[src/rtl/sram_async_ctrl.sv]
module sram_async_ctrl #(
  parameter int ADDR_W   = 18,
  parameter int DATA_W   = 16,
  parameter int CLK_NS   = 20,
  parameter int T_WC_NS  = 55,
  parameter int T_WP_NS  = 45,
  parameter int T_AW_NS  = 50,
  parameter int T_SD_NS  = 25,
  parameter int T_WHZ_NS = 30,
  parameter int T_RC_NS  = 55,
  parameter int T_AA_NS  = 55,
  parameter int T_DOE_NS = 30,
  parameter int T_OHZ_NS = 20
) (
  input  logic              clk,
  input  logic              rst_n,
  input  logic              req,
  input  logic              req_we,
  input  logic [ADDR_W-1:0] req_addr,
  input  logic [DATA_W-1:0] req_wdata,
  input  logic [1:0]        req_ben,
  output logic              ready,
  output logic              done,
  output logic [DATA_W-1:0] rdata,
  output logic [ADDR_W-1:0] mem_addr,
  output logic              mem_ce_n,
  output logic              mem_oe_n,
  output logic              mem_we_n,
  output logic              mem_lb_n,
  output logic              mem_ub_n,
  output logic [DATA_W-1:0] mem_dq_o,
  output logic              mem_dq_oe,
  input  logic [DATA_W-1:0] mem_dq_i
);
  localparam int LW     = DATA_W / 2;
  localparam int WC_C   = (T_WC_NS  + CLK_NS - 1) / CLK_NS;
  localparam int WP_C   = (T_WP_NS  + CLK_NS - 1) / CLK_NS;
  localparam int AW_C   = (T_AW_NS  + CLK_NS - 1) / CLK_NS;
  localparam int SD_C   = (T_SD_NS  + CLK_NS - 1) / CLK_NS;
  localparam int WHZ_C  = (T_WHZ_NS + CLK_NS - 1) / CLK_NS;
  localparam int RC_C   = (T_RC_NS  + CLK_NS - 1) / CLK_NS;
  localparam int AA_C   = (T_AA_NS  + CLK_NS - 1) / CLK_NS;
  localparam int DOE_C  = (T_DOE_NS + CLK_NS - 1) / CLK_NS;
  localparam int OHZ_C  = (T_OHZ_NS + CLK_NS - 1) / CLK_NS;
  localparam int WR_A   = (WP_C > AW_C) ? WP_C : AW_C;
  localparam int WR_B   = (WC_C > WR_A) ? WC_C : WR_A;
  localparam int WR_HS  = WHZ_C + SD_C;
  localparam int WR_D   = (WR_HS > WR_B) ? WR_HS : WR_B;
  localparam int WR_C   = (WR_D > 1) ? WR_D : 1;
  localparam int RD_A   = (AA_C > RC_C) ? AA_C : RC_C;
  localparam int RD_B   = (DOE_C > RD_A) ? DOE_C : RD_A;
  localparam int RD_C   = (RD_B > 1) ? RD_B : 1;
  localparam int TURN_C = (OHZ_C > 1) ? OHZ_C : 1;
  localparam int MX_A   = (WR_C > RD_C) ? WR_C : RD_C;
  localparam int MX_C   = (MX_A > TURN_C) ? MX_A : TURN_C;
  localparam int CW     = $clog2(MX_C + 1);
  localparam logic [CW-1:0] WR_LAST = CW'(WR_C - 1);
  localparam logic [CW-1:0] RD_LAST = CW'(RD_C - 1);
  localparam logic [CW-1:0] TN_LAST = CW'(TURN_C - 1);
  localparam logic [CW:0]   HZ_CNT  = (CW+1)'(WHZ_C);

  typedef enum logic [1:0] {S_IDLE, S_SETUP, S_ACC, S_TURN} state_t;

  state_t              state;
  logic [CW-1:0]       cnt;
  logic                wr_q;
  logic [1:0]          ben_q;
  logic [ADDR_W-1:0]   addr_q;
  logic [DATA_W-1:0]   wdata_q;
  logic [DATA_W-1:0]   rdata_q;
  logic                ce_q, oe_q, we_q, lb_q, ub_q, dqoe_q, done_q;

  wire            accept   = (state == S_IDLE) && req && (req_ben != 2'b00);
  wire [CW-1:0]   acc_last = wr_q ? WR_LAST : RD_LAST;
  wire [CW:0]     cnt_nxt  = {1'b0, cnt} + 1'b1;

  assign ready     = (state == S_IDLE);
  assign done      = done_q;
  assign rdata     = rdata_q;
  assign mem_addr  = addr_q;
  assign mem_dq_o  = wdata_q;
  assign mem_ce_n  = ce_q;
  assign mem_oe_n  = oe_q;
  assign mem_we_n  = we_q;
  assign mem_lb_n  = lb_q;
  assign mem_ub_n  = ub_q;
  assign mem_dq_oe = dqoe_q;

  always_ff @(posedge clk or negedge rst_n) begin
    if (!rst_n) begin
      state   <= S_IDLE;
      cnt     <= '0;
      wr_q    <= 1'b0;
      ben_q   <= 2'b00;
      addr_q  <= '0;
      wdata_q <= '0;
      rdata_q <= '0;
      ce_q    <= 1'b1;
      oe_q    <= 1'b1;
      we_q    <= 1'b1;
      lb_q    <= 1'b1;
      ub_q    <= 1'b1;
      dqoe_q  <= 1'b0;
      done_q  <= 1'b0;
    end else begin
      done_q <= 1'b0;
      case (state)
        S_IDLE: if (accept) begin
          state   <= S_SETUP;
          addr_q  <= req_addr;
          wdata_q <= req_wdata;
          ben_q   <= req_ben;
          wr_q    <= req_we;
        end
        S_SETUP: begin
          state  <= S_ACC;
          cnt    <= '0;
          ce_q   <= 1'b0;
          we_q   <= ~wr_q;
          oe_q   <= wr_q;
          lb_q   <= ~ben_q[0];
          ub_q   <= ~ben_q[1];
          dqoe_q <= wr_q && (WHZ_C == 0);
        end
        S_ACC: if (cnt == acc_last) begin
          state  <= S_TURN;
          cnt    <= '0;
          ce_q   <= 1'b1;
          oe_q   <= 1'b1;
          we_q   <= 1'b1;
          lb_q   <= 1'b1;
          ub_q   <= 1'b1;
          dqoe_q <= 1'b0;
          done_q <= 1'b1;
          if (!wr_q && ben_q[0]) rdata_q[LW-1:0]      <= mem_dq_i[LW-1:0];
          if (!wr_q && ben_q[1]) rdata_q[DATA_W-1:LW] <= mem_dq_i[DATA_W-1:LW];
        end else begin
          cnt    <= cnt_nxt[CW-1:0];
          dqoe_q <= wr_q && (cnt_nxt >= HZ_CNT);
        end
        S_TURN: if (cnt == TN_LAST) state <= S_IDLE;
                else cnt <= cnt_nxt[CW-1:0];
        default: state <= S_IDLE;
      endcase
    end
  end

  assert_idle_standby_R1: assert property (@(posedge clk) disable iff (!rst_n)
    ready |-> (mem_ce_n && mem_oe_n && mem_we_n && mem_lb_n && mem_ub_n && !mem_dq_oe));

  assert_addr_hold_R2: assert property (@(posedge clk) disable iff (!rst_n)
    !mem_ce_n |=> (mem_ce_n || $stable(mem_addr)));

  assert_drive_window_R3: assert property (@(posedge clk) disable iff (!rst_n)
    mem_dq_oe |-> (!mem_ce_n && !mem_we_n && mem_oe_n));

  assert_oe_we_excl_R5: assert property (@(posedge clk) disable iff (!rst_n)
    !(!mem_oe_n && !mem_we_n));

  assert_done_pulse_R6: assert property (@(posedge clk) disable iff (!rst_n)
    done |=> !done);

  assert_done_release_R6: assert property (@(posedge clk) disable iff (!rst_n)
    done |-> (mem_ce_n && mem_we_n && mem_oe_n && !mem_dq_oe));

  assert_no_lane_no_strobe_R8: assert property (@(posedge clk) disable iff (!rst_n)
    $fell(mem_ce_n) |-> (!mem_lb_n || !mem_ub_n));
endmodule

[config.mk]
export PLATFORM = sky130hd
export DESIGN_NAME = sram_async_ctrl
export DESIGN_NICKNAME = d
export VERILOG_FILES = /design/src/rtl/sram_async_ctrl.sv
export SDC_FILE = /design/constraint.sdc
export NUM_CORES = 1
export LEC_CHECK = 0
export BUFFER_PORTS_ARGS = -buffer_cell sky130_fd_sc_hd__buf_4
export CAP_MARGIN = 10
export CORE_ASPECT_RATIO = 0.9
export CORE_UTILIZATION = 51
export DETAILED_ROUTE_END_ITERATION = 12
export PLACE_DENSITY = 0.84
export SYNTH_ARGS = -nofsm -noshare
export SYNTH_HDL_FRONTEND = slang
export SYNTH_SLANG_ARGS = --single-unit
[constraint.sdc]
create_clock -name clk -period 3.66 [get_ports clk]
set_input_delay 0.366 -clock clk [delete_from_list [all_inputs] [get_ports clk]]
set_output_delay 0.366 -clock clk [all_outputs]
set_load 0.02 [all_outputs]
======== After elaboration in Yosys (flattened, before gate mapping) ========
Index checks and enable logic that the tools add are counted.
cells by class
  $add $sub $neg .......................... 1
  equality and inequality tests ........... 8
  bitwise operators ....................... 3
  multiplexer cells ....................... 18
  magnitude comparators ................... 1
  reductions and logical operators ........ 17
operators by type and width
  cell                   count
  $pmux W1 S2            6
  $pmux W3 S3            1
  $reduce_and A3 Y1      3
  $pmux W2 S4            1
  $mux W2                3
  $mux W3                2
  $ne A2 B2 Y1 const B   3
  $reduce_and A2 Y1      3
  $logic_and A1 B1 Y1    5
  $mux W1                5
  $add A3 B1 Y4 const B  1
  $eq A2 B2 Y1 const B   2
  $ge A4 B2 Y1 const B   1
  $reduce_bool A2 Y1     2
  $eq A3 B2 Y1           1
  $logic_not A3 Y1       1
  $not A1 Y1             3
  $reduce_bool A3 Y1     1
  $eq A2 B1 Y1 const B   1
  $logic_not A2 Y1       1
  $ne A2 B1 Y1 const B   1
  $logic_not A1 Y1       1
word-level totals
  flip-flop bits (word level) ............. 65
  output and inout bits ................... 58
  input port bits ......................... 56
  logic and storage cells ................. 63

======== Depth between registers and ports, before layout ========
Gate-level depths: netlist (run 1).
  depth in word-level cells ............... 5
  gate-level depth with buffers ........... 6
  gate-level depth less buffers ........... 6

======== Worst setup path before layout (run 1) ========
No wires, ideal clock.
  path kind ............................... register to register
  from .................................... register state[0]
  to ...................................... register rdata_q[9] (netlist: rdata[9])
  period minus slack after synthesis ...... 1.699 ns
  required time ........................... 3.532 ns
  path slack .............................. 1.961 ns
  cell stages (with the launch flop) ...... 7
  arrival ................................. 1.571 ns
  setup time .............................. 0.128 ns
  cell sequence ........................... dfrtp_1 inv_1 ha_1 nand3b_1 nor3_2 nand2_2 mux2_1
between the ends
  longest elaborated chain between the ends .. 2
ends and longest elaborated chain
  element                             RTL line  RTL
  from (decl)                         64        state_t state;
  from (signal assigned)              91        state <= S_IDLE;
  from (signal assigned)              109       state <= S_SETUP;
  from (signal assigned)              116       state <= S_ACC;
  $eq A2 B2 Y1                        107       case (state)
  $reduce_and A3 Y1 (no source line)  --
  to (signal, indexed assignment)     135       if (!wr_q && ben_q[0]) rdata_q[LW-1:0] <= mem_dq_i[LW-1:0];
  to (signal, indexed assignment)     136       if (!wr_q && ben_q[1]) rdata_q[DATA_W-1:LW] <= mem_dq_i[DATA_W-1:LW];
  to (decl)                           70        logic [DATA_W-1:0] rdata_q;
Every way passes these cells.
A chain may end at the register's enable or synchronous reset.

======== Worst setup path after layout (run 1) ========
  from .................................... register state[0]
  to ...................................... register addr_q[11] (netlist: mem_addr[11])
between the ends
  longest elaborated chain between the ends .. 4
ends and longest elaborated chain
  element                                 RTL line  RTL
  $logic_not A2 Y1 (*)                    73, 107
  $logic_and A1 B1 Y1 (2 in a row)        73        wire accept = (state == S_IDLE) && req && (req_ben != 2'b00);
  $reduce_and A2 Y1 (no source line) (*)  --
  to (signal assigned)                    110       addr_q <= req_addr;
  to (decl)                               68        logic [ADDR_W-1:0] addr_q;
Mark *: on every way between the ends. The rest lies on a longest branch, timed or not.

==> out/results.txt, run 1 <==
Synth unique cells - 31
Vias/cell - 5.06
Largest net degree at the start of global routing - 66
Seq/Total Area, Yosys - 60.4%
WHS - 0.117 ns
Fin crit share - 53.8%
Tmin final - 1.97 ns
Num CTS Buffers - 9
Max stage delay cell, worst path - dfrtp_1
Met2 Use GR - 35.6%
DIE HEIGHT - 71.0 um
TritonCTS clock tree - yes
Post-Synthesis Cells - 187
Max-slew headroom - 48.2%
Drt initial violations - 60
Drt wl/cell - 15.2 um
Worst path required time - 3.87 ns
Worst skew pair latency - 0.33 ns
Die area - 0.00559 mm^2
CTS Hold Bufs - 0
Setup Skew - 0.00743 ns
NumNets Final - 373
Initial Util - 54.5%
Max Cap Violations - 0
Slew @ Worst Pin - 0.777 ns
Multi-input gate area - 0.00104 mm^2
Most common cell after layout, fill and taps aside - buf_4
Max VDD drop - 498 uV
Final std cells w/o fill - 379
DIE WIDTH - 78.7 um
Most frequent cells in the layout - 114 x buf_4, 60 x dfrtp_1, 51 x mux2_2
FILL cells - 329
Initial antenna violation count - 0
Area after DPL - 0.00363 mm^2
Crit Path Class - reg -> reg
EDFF count, synth - 0
Post-route ant nets - 0
Worst setup EP type - register
Vias - 1916
Pwr dens - 947 mW/mm^2
RePlAce Congestion - 0.767
Final Hold Vio Count - 0
P&R area growth vs syn - 42.1%
Post-route DRC - 0
Placed cells - 363
Register area - 0.00163 mm^2
IO Pins - 114
Port bufs - 113
Syn_nets - 251
Flop and latch count out of synthesis - 65
Met3 Resource Use GR - 8.65%
Vias in the first global route - 2028
Startpoint types - register
Setup bufs post-CTS - 0
Longest Clk Path Bufs - 2
Core area - 0.00495 mm^2
TritonRoute pass-1 iters - 4
Crit path DAT - 2.18 ns
Post-Syn Area per Cell - 14.4 um^2
Post-DP HPWL - 4390 um
Slew Limit Fails - 0
First-pass GRT wire length - 9110 um
Clock Pin Slew Worst Setup and Hold Paths - 0.07 ns
Setup TNS - 0 ns
Root buffer cell - clkbuf_8
Final Instance Area - 0.00384 mm^2
CTS Sinks - 65
Critical path peak fanout - 23
Post-cts sizing count - 0
Prevailing post-synth register cell - dfrtp_1
Mapped Area - 0.00270 mm^2
Post-synth ARST share - 100%
RSZ-0062 raised after global routing - false
Final setup vio count - 0
H-tree Lvls - 3
Antenna Cells - 0
Ys Warns - 0
Critical-path cell list - inv_1, ha_1, o211ai_4, buf_4, mux2_2
Share of layout cells above drive strength 1 - 61.8%
LEAKAGE - 1.88 nW
GRT busiest layer - met2
Tot GR Track Use - 21.9%
Total gr overflow - 0
Fin util - 77.5%
Max Fclk - 508 MHz
Met1 GRT Util - 25.7%
Status - completed
Slowest stage delay, CP - 0.38 ns
DRT Wirelength - 5780 um
Hold Crit Class - in -> async
Row count - 24
## flip-flops by register name (all words and copies together), names as in the netlist, 2 cells and up
register	cells
mem_addr	18
ben_q	2
rdata	16
state	2
cnt	3
mem_dq_o	16
## cells in the mapped netlist, types with 3 or more instances
cell	count	area, um^2
dfstp_2	5	131
nand2_1	8	30.0
nor2_1	8	30.0
ha_1	8	100
dfrtp_1	60	1500
o21ai_0	4	20.0
buf_2	3	15.0
inv_1	7	26.3
a21oi_1	4	20.0
o22a_2	3	30.0
mux2_2	51	574
## per-layer routing
metal  vias to the layer above  share of wire, %
met3                         9                11
met5                         -                 0
met1                       909                40
met4                         0               1.3
li1                        903                 -
met2                        95                48
## where the power goes
group / leakage (nW) / switching (W) / total (W) / internal (W)
Combinational: 1.00 / 0.000873 / 0.00171 / 0.000836
Sequential: 0.769 / 0.000224 / 0.00131 / 0.00109
Clock: 0.107 / 0.000241 / 0.000611 / 0.000370
## worst max-delay path, delay by kind of cell, from the launching register on
family / cells / cell delay, ns
buf+inv: 2 / 0.46
mux: 1 / 0.36
fa+ha+maj: 1 / 0.30
compound gates: 1 / 0.34
flops: 1 / 0.38
## area by class of cell
type,count,share of cell area (%)
clock inverters,2,0.912
repair buffers,114,22.3
well taps,65,2.12
inverters,7,0.684
flip-flops and latches,65,42.5
multi-input cells,112,27.0
clock buffers,14,4.50
## per-stage QoR
step                setup WS [ns]  total power (W)
global placement             1.72          0.00299
global route                 1.55          0.00384
CTS                          1.67          0.00367
detailed placement           1.66          0.00305
finish                       1.69          0.00364
floorplan                    1.96          0.00230
## path summary, 6_finish.rpt
kind	start	to	slack [ns]	cells after the start
max reg2reg	state[0]	mem_addr[11]	1.69	5
max in group asynchronous	rst_n	mem_dq_oe	3.03	1
max	state[0]	mem_addr[11]	1.69	5
min	rst_n	mem_addr[2]	0.12	1
min reg2reg	mem_addr[13]	mem_addr[13]	0.51	1
min in group clk	mem_dq_i[9]	rdata[9]	0.26	2
## cell families (layout without fill, tap and decap cells)
group / Yosys count / in the layout / share of synthesized area [%]
flops: 65 / 65 / 60.4
buf+inv: 10 / 137 / 1.53
simple gates: 27 / 27 / 5.00
fa+ha+maj: 8 / 8 / 3.71
compound gates: 22 / 22 / 6.58
mux: 54 / 54 / 22.4
xor+xnor: 1 / 1 / 0.324
(Power assumes the default switching activity.)
==> run 2, diff against run 1 <==
--- a/config.mk
+++ b/config.mk
@@ -8,9 +8,9 @@
 export BUFFER_PORTS_ARGS = -buffer_cell sky130_fd_sc_hd__buf_4
 export CAP_MARGIN = 10
 export CORE_ASPECT_RATIO = 0.9
-export CORE_UTILIZATION = 51
+export CORE_UTILIZATION = 43
 export DETAILED_ROUTE_END_ITERATION = 12
-export PLACE_DENSITY = 0.84
+export PLACE_DENSITY = 0.76
 export SYNTH_ARGS = -nofsm -noshare
 export SYNTH_HDL_FRONTEND = slang
 export SYNTH_SLANG_ARGS = --single-unit
==> constraint.sdc (replaced) <==
create_clock -name clk -period 1.7 [get_ports clk]
set_input_delay 0.17 -clock clk [delete_from_list [all_inputs] [get_ports clk]]
set_output_delay 0.17 -clock clk [all_outputs]
set_load 0.02 [all_outputs]
==> run 2 against run 1 <==
Total power grew 120%. Routed wire length grew 1.9%. Register-to-register slack lost 1.6 ns. Design area grew 5.1%. Flip-flop and latch count is the same.
==> out/results.txt, run 2 (synthesis gave the netlist of run 1 again) <==
Status - completed
DIE HEIGHT - 77.2 um (+8.6%)
Worst setup EP type - register
Tmin final - 1.63 ns (-0.339 ns)
Total power - 0.00811 W (+120%)
Drt initial violations - 69 (+15%)
Row count - 27 (+13%)
Max FFs per register - 18 (unchanged)
Critical path peak fanout - 8 (-65%)
P&R area growth vs syn - 49.3%
Antenna Cells - 0 (unchanged)
First-pass GRT wire length - 9530 um (+4.5%)
Clock Pin Slew Worst Setup and Hold Paths - 0.07 ns (about the same)
TritonRoute pass-1 iters - 4 (unchanged)
Share of layout cells above drive strength 1 - 64.1% (+2.4 points)
DIE WIDTH - 85.5 um (+8.7%)
Worst slack, placed - 0.0168 ns (-1.65 ns)
Port bufs - 113 (unchanged)
RePlAce Congestion - 0.880 (+15%)
Num CTS Buffers - 9 (unchanged)
Most frequent cells in the layout - 125 x buf_4, 60 x dfrtp_1, 51 x mux2_2
Combinational power share - 48.8% (+1.8 points)
CTS Sinks - 65 (unchanged)
Worst path required time - 1.91 ns (-1.96 ns)
Initial antenna violation count - 0 (unchanged)
Vias/cell - 5.03 (-0.55%)
Startpoint types - register
Setup ws final - 0.0691 ns (-1.62 ns)
IO Pins - 114 (unchanged)
Final setup vio count - 0 (unchanged)
Final Hold Vio Count - 0 (unchanged)
Crit Path Class - reg -> reg
Register area - 0.00163 mm^2 (unchanged)
Drt wl/cell - 14.7 um (-3.7%)
Max VDD drop - 1310 uV (+160%)
Clk pwr share - 16.8% (about the same)
Longest Clk Path Bufs - 2 (unchanged)
Hold Crit Class - in -> reg
Post-route DRC - 0 (unchanged)
Post-DP HPWL - 4420 um (+0.85%)
Max-slew headroom - 72.8% (+25 points)
Most common cell after layout, fill and taps aside - buf_4
Vias - 2016 (+5.2%)
Worst skew pair latency - 0.33 ns (about the same)
Int Pwr - 0.00514 W (+120%)
RSZ-0062 raised after global routing - true
Max Cap Violations - 0 (unchanged)
Initial Util - 44.4% (-10 points)
Critical-path cell list - inv_2, ha_4, nand3b_1, nor3_4, nand2_4, mux2_4
FILL cells - 481 (+46%)
H-tree Lvls - 3 (unchanged)
Total gr overflow - 0 (unchanged)
Max Fclk - 613 MHz (+21%)
Slowest stage delay, CP - 0.39 ns (about the same)
TritonCTS clock tree - yes
Max stage delay cell, worst path - dfrtp_1
Slew Limit Fails - 0 (unchanged)
Setup Skew - 0.00764 ns (+0.000212 ns)
Tot GR Track Use - 19.0% (-2.9 points)
Fin crit share - 95.9% (+42 points)
Root buffer cell - clkbuf_8
Die area - 0.00660 mm^2 (+18%)
Core area - 0.00608 mm^2 (+23%)
Flop pwr share - 34.4% (-1.8 points)
Multi-input gate area - 0.00107 mm^2 (+3.1%)
Slew @ Worst Pin - 0.408 ns (-0.369 ns)
DRT Wirelength - 5890 um (+1.9%)
Net Sw Power - 0.00298 W (+120%)
LEAKAGE - 1.99 nW (+5.9%)
Switching share of power - 36.7% (-0.11 points)
Largest net degree at the start of global routing - 37 (-44%)
Vias in the first global route - 2107 (+3.9%)
Post-route ant nets - 0 (unchanged)
Pwr dens - 2010 mW/mm^2 (+110%)
NumNets Final - 388 (+4.0%)
Crit path DAT - 1.84 ns (-0.34 ns)
WHS - 0.0659 ns (-0.0508 ns)
[run 2: stage by stage]
step           area (um^2)  util, %  setup TNS [ns]  std cells
2_1_floorplan         2700        -               0        187
3_3_place_gp          3750     61.7               0        380
3_5_place_dp          3750     61.7               0        380
4_1_cts               3970     65.3               0        397
5_1_grt               4030     66.3         -0.0447        401
6_report              4030     66.3               0        401
[run 2: worst paths after layout]
kind | start | end | slack [ns] | depth (start not counted)
worst min register to register | mem_addr[6] | mem_addr[6] | 0.51 | 1
min in group asynchronous | rst_n | rdata[14] | 0.32 | 2
worst min-delay path | mem_dq_i[1] | rdata[1] | 0.07 | 2
max in group asynchronous | rst_n | mem_we_n | 0.80 | 3
worst max register to register | state[0] | rdata[9] | 0.07 | 6
worst max-delay path | state[0] | rdata[9] | 0.07 | 6
[run 2: worst max-delay path: cells and delay by family (launching register included)]
| family | cells | cell delay, ns |
|---|---|---|
| buffers and inverters | 1 | 0.11 |
| AND/OR/NAND/NOR | 3 | 0.56 |
| multiplexers | 1 | 0.31 |
| flip-flops | 1 | 0.39 |
| adder cells (fa/ha/maj) | 1 | 0.14 |
[run 2: power groups by stage]
stage	Clock, W	Combinational [W]	Sequential [W]
after CTS	0.00139	0.00389	0.00279
after detailed placement	0	0.00388	0.00281
final	0.00136	0.00396	0.00279
after global placement	0	0.00379	0.00276
after floorplan	0	0.00135	0.00361
after global routing	0.00146	0.00422	0.00289
[run 2: cell type report]
type                       instances  area share (%)
sequential                        65            40.5
multi-input combinational        112            26.5
timing repair buffer             129            25.0
clock buffer                      14            4.28
tap                               72            2.23
clock inverter                     2           0.868
inverter                           7           0.651
[run 2: repair_timing]
item	in CTS	in global routing
resized for setup	0	7
hold buffers	1	0
hold endpoints to repair	27	0
setup buffers	0	4
endpoints found under the setup margin	0	16
[run 2: layer usage]
layer / global-route usage [%] / vias to the layer above / part of all wire [%]
met5: 0 / - / 0
met4: 10.3 / 0 / 2.1
met3: 8.18 / 10 / 9.0
met2: 30.7 / 95 / 48
met1: 21.2 / 980 / 41
li1: - / 931 / -
==> run 3, diff against run 2 <==
--- a/config.mk
+++ b/config.mk
@@ -8,9 +8,10 @@
 export BUFFER_PORTS_ARGS = -buffer_cell sky130_fd_sc_hd__buf_4
 export CAP_MARGIN = 10
 export CORE_ASPECT_RATIO = 0.9
-export CORE_UTILIZATION = 43
+export CORE_UTILIZATION = 44
+export CTS_BUF_LIST = sky130_fd_sc_hd__clkbuf_8
 export DETAILED_ROUTE_END_ITERATION = 12
-export PLACE_DENSITY = 0.76
+export PLACE_DENSITY = 0.77
 export SYNTH_ARGS = -nofsm -noshare
 export SYNTH_HDL_FRONTEND = slang
 export SYNTH_SLANG_ARGS = --single-unit
==> constraint.sdc (replaced) <==
create_clock -name clk -period 1.7 [get_ports clk]
set_input_delay 0 -clock clk [delete_from_list [all_inputs] [get_ports clk]]
set_output_delay 0 -clock clk [all_outputs]
set_load 0.02 [all_outputs]
==> run 3 against run 2 <==
The flow now finishes with violations (design-rule violations). Design area up 13%. Sequential share of layout area down 4.7 points. Combinational power up 5%. First-iteration DRC count up 32%. Setup slack better by 0.0013 ns. Sequential power up 2%. Via count up 9.5%. Hold slack better by 0.24 ns. Clock skew down 0.00058 ns. Cell count up 12%. Critical path type unchanged. Critical endpoint unchanged. Highest routed layer unchanged.
==> out/results.txt, run 3 (synthesis gave the netlist of run 1 again) <==
Die area - 0.00646 mm^2 (-2.2%)
Switching share of power - 37.0% (+0.27 points)
Hold Crit Class - in -> async
Most common cell after layout, fill and taps aside - buf_4
Net Sw Power - 0.00311 W (+4.5%)
Tot GR Track Use - 23.8% (+4.8 points)
Reg-to-reg setup timing slack - 0.07 ns (about the same)
Crit path to - rdata[9]
Root buffer cell - clkbuf_8
Crit path launch - state[0]
Num CTS Buffers - 9 (unchanged)
Row count - 26 (-3.7%)
Fin crit share - 95.9% (about the same)
DRT Wirelength - 7290 um (+24%)
Pwr dens - 1850 mW/mm^2 (-8.2%)
Clock Pin Slew Worst Setup and Hold Paths - 0.07 ns (about the same)
Final setup vio count - 0 (unchanged)
First-pass GRT wire length - 11600 um (+22%)
H-tree Lvls - 3 (unchanged)
CTS Sinks - 65 (unchanged)
FILL cells - 354 (-26%)
Port bufs - 113 (unchanged)
RePlAce Congestion - 0.867 (-1.4%)
Setup Skew - 0.00706 ns (-0.000580 ns)
Crit Path Class - reg -> reg
Drt wl/cell - 16.2 um (+10%)
Worst skew pair latency - 0.33 ns (about the same)
Clk pwr share - 17.1% (+0.3 points)
Share of layout cells above drive strength 1 - 54.5% (-9.7 points)
Status - finished with violations
Post-route DRC - 8 (+8)
Initial antenna violation count - 0 (unchanged)
Max VDD drop - 1120 uV (-14%)
Antenna Cells - 0 (unchanged)
Total gr overflow - 0 (unchanged)
Vias in the first global route - 2368 (+12%)
Vias - 2208 (+9.5%)
R2R Path End - rdata[9]
Core area - 0.00579 mm^2 (-4.8%)
Max Cap Violations - 0 (unchanged)
Placed cells - 376 (-1.1%)
P&R area growth vs syn - 68.7%
IO Pins - 114 (unchanged)
Fin util - 78.7% (+12 points)
Largest net degree at the start of global routing - 66 (+78%)
Setup ws final - 0.0705 ns (+0.00133 ns)
Max FFs per register - 18 (unchanged)
FF-to-FF path depth - 6 (unchanged)
Int Pwr - 0.00531 W (+3.3%)
Initial Util - 46.7% (+2.2 points)
LEAKAGE - 2.21 nW (+11%)
Startpoint types - register
DIE HEIGHT - 76.3 um (-1.1%)
Critical path peak fanout - 8 (unchanged)
Slew @ Worst Pin - 0.811 ns (+0.403 ns)
WHS - 0.307 ns (+0.241 ns)
FF-to-FF Start - state[0]
Max Fclk - 614 MHz (about the same)
NumNets Final - 439 (+13%)
Drt initial violations - 91 (+32%)
Failing checks - design-rule violations
Combinational power share - 49.2% (+0.4 points)
TritonRoute pass-1 iters - 9 (+5)
Flop pwr share - 33.7% (-0.7 points)
Post-route ant nets - 0 (unchanged)
Crit path DAT - 1.85 ns (about the same)
Slew Limit Fails - 0 (unchanged)
Most frequent cells in the layout - 123 x buf_4, 60 x dfrtp_1, 56 x dlygate4sd3_1
Final Hold Vio Count - 0 (unchanged)
RSZ-0062 raised after global routing - true
TritonCTS clock tree - yes
Longest Clk Path Bufs - 2 (unchanged)
Worst path required time - 1.92 ns (about the same)
Post-DP HPWL - 4440 um (+0.31%)
Vias/cell - 4.91 (-2.4%)
Final std cells w/o fill - 450 (+12%)
Worst slack, placed - 0.0190 ns (+0.00227 ns)
Tmin final - 1.63 ns (-0.00133 ns)
DIE WIDTH - 84.6 um (-1.1%)
Worst setup EP type - register
Max-slew headroom - 45.9% (-27 points)
-- run 3: changes by cell type in the layout (fill, tap and decap cells not counted), moves of 2 or more --
cell           delta
clkbuf_1          -2
dlygate4sd3_1    +55
buf_12            -2
inv_1             +3
buf_4             -2
-- run 3: through the flow --
| step | area, um^2 | setup TNS (ns) | total power (W) |
|---|---|---|---|
| after detailed placement | 3710 | 0 | 0.00667 |
| after global routing | 4560 | -0.0560 | 0.00891 |
| after global placement | 3710 | 0 | 0.00656 |
| after CTS | 4490 | 0 | 0.00825 |
| final | 4560 | 0 | 0.00842 |
| after floorplan | 2700 | 0 | 0.00496 |
-- run 3: how the worst min path moves through the flow --
stage,to,slack [ns],cells after the start
after floorplan,ben_q[0],-0.30,0
after global placement,mem_dq_o[10],0.14,1
after detailed placement,mem_dq_o[10],0.15,1
after CTS,mem_dq_o[10],0.33,2
after global routing,mem_dq_oe,0.37,2
final,cnt[2],0.31,2
-- run 3: repair_timing --
| action | CTS | global route |
|---|---|---|
| hold buffers | 56 | 0 |
| buffers inserted | 0 | 2 |
| endpoints found under the hold margin | 113 | 0 |
| endpoints found under the setup margin | 0 | 42 |
| resized for setup | 0 | 10 |
-- run 3: critical path, stage by stage (launching register included) --
cell and delay, ns:
dfrtp_1 0.39, inv_2 0.10, ha_4 0.14, nand3b_1 0.13, nor3_4 0.29, nand2_4 0.14
mux2_4 0.32
-- run 3: cell type report --
class                           count  area (um^2)  share of cell area (%)
Clock buffer                       11          151                    3.32
Clock inverter                      5         71.3                    1.56
Inverter                            7         26.3                   0.576
Multi-Input combinational cell    112         1080                    23.8
Sequential cell                    65         1630                    35.8
Tap cell                           70         87.6                    1.92
Timing Repair Buffer              180         1500                    33.0
-- run 3: power by group through the flow --
stage	clock [W]	combinational, W	sequential [W]
finish	0.00144	0.00414	0.00284
global route	0.00157	0.00441	0.00292
CTS	0.00149	0.00399	0.00278
detailed placement	0	0.00388	0.00279
global placement	0	0.00380	0.00276
floorplan	0	0.00135	0.00361
-- run 3: layer usage --
layer	global-route usage (%)	share of wire [%]	vias up
li1	-	-	1035
met1	26.8	40	1065
met2	40.4	49	100
met3	9.97	9.2	8
met4	9.15	1.3	0
met5	0	0	-
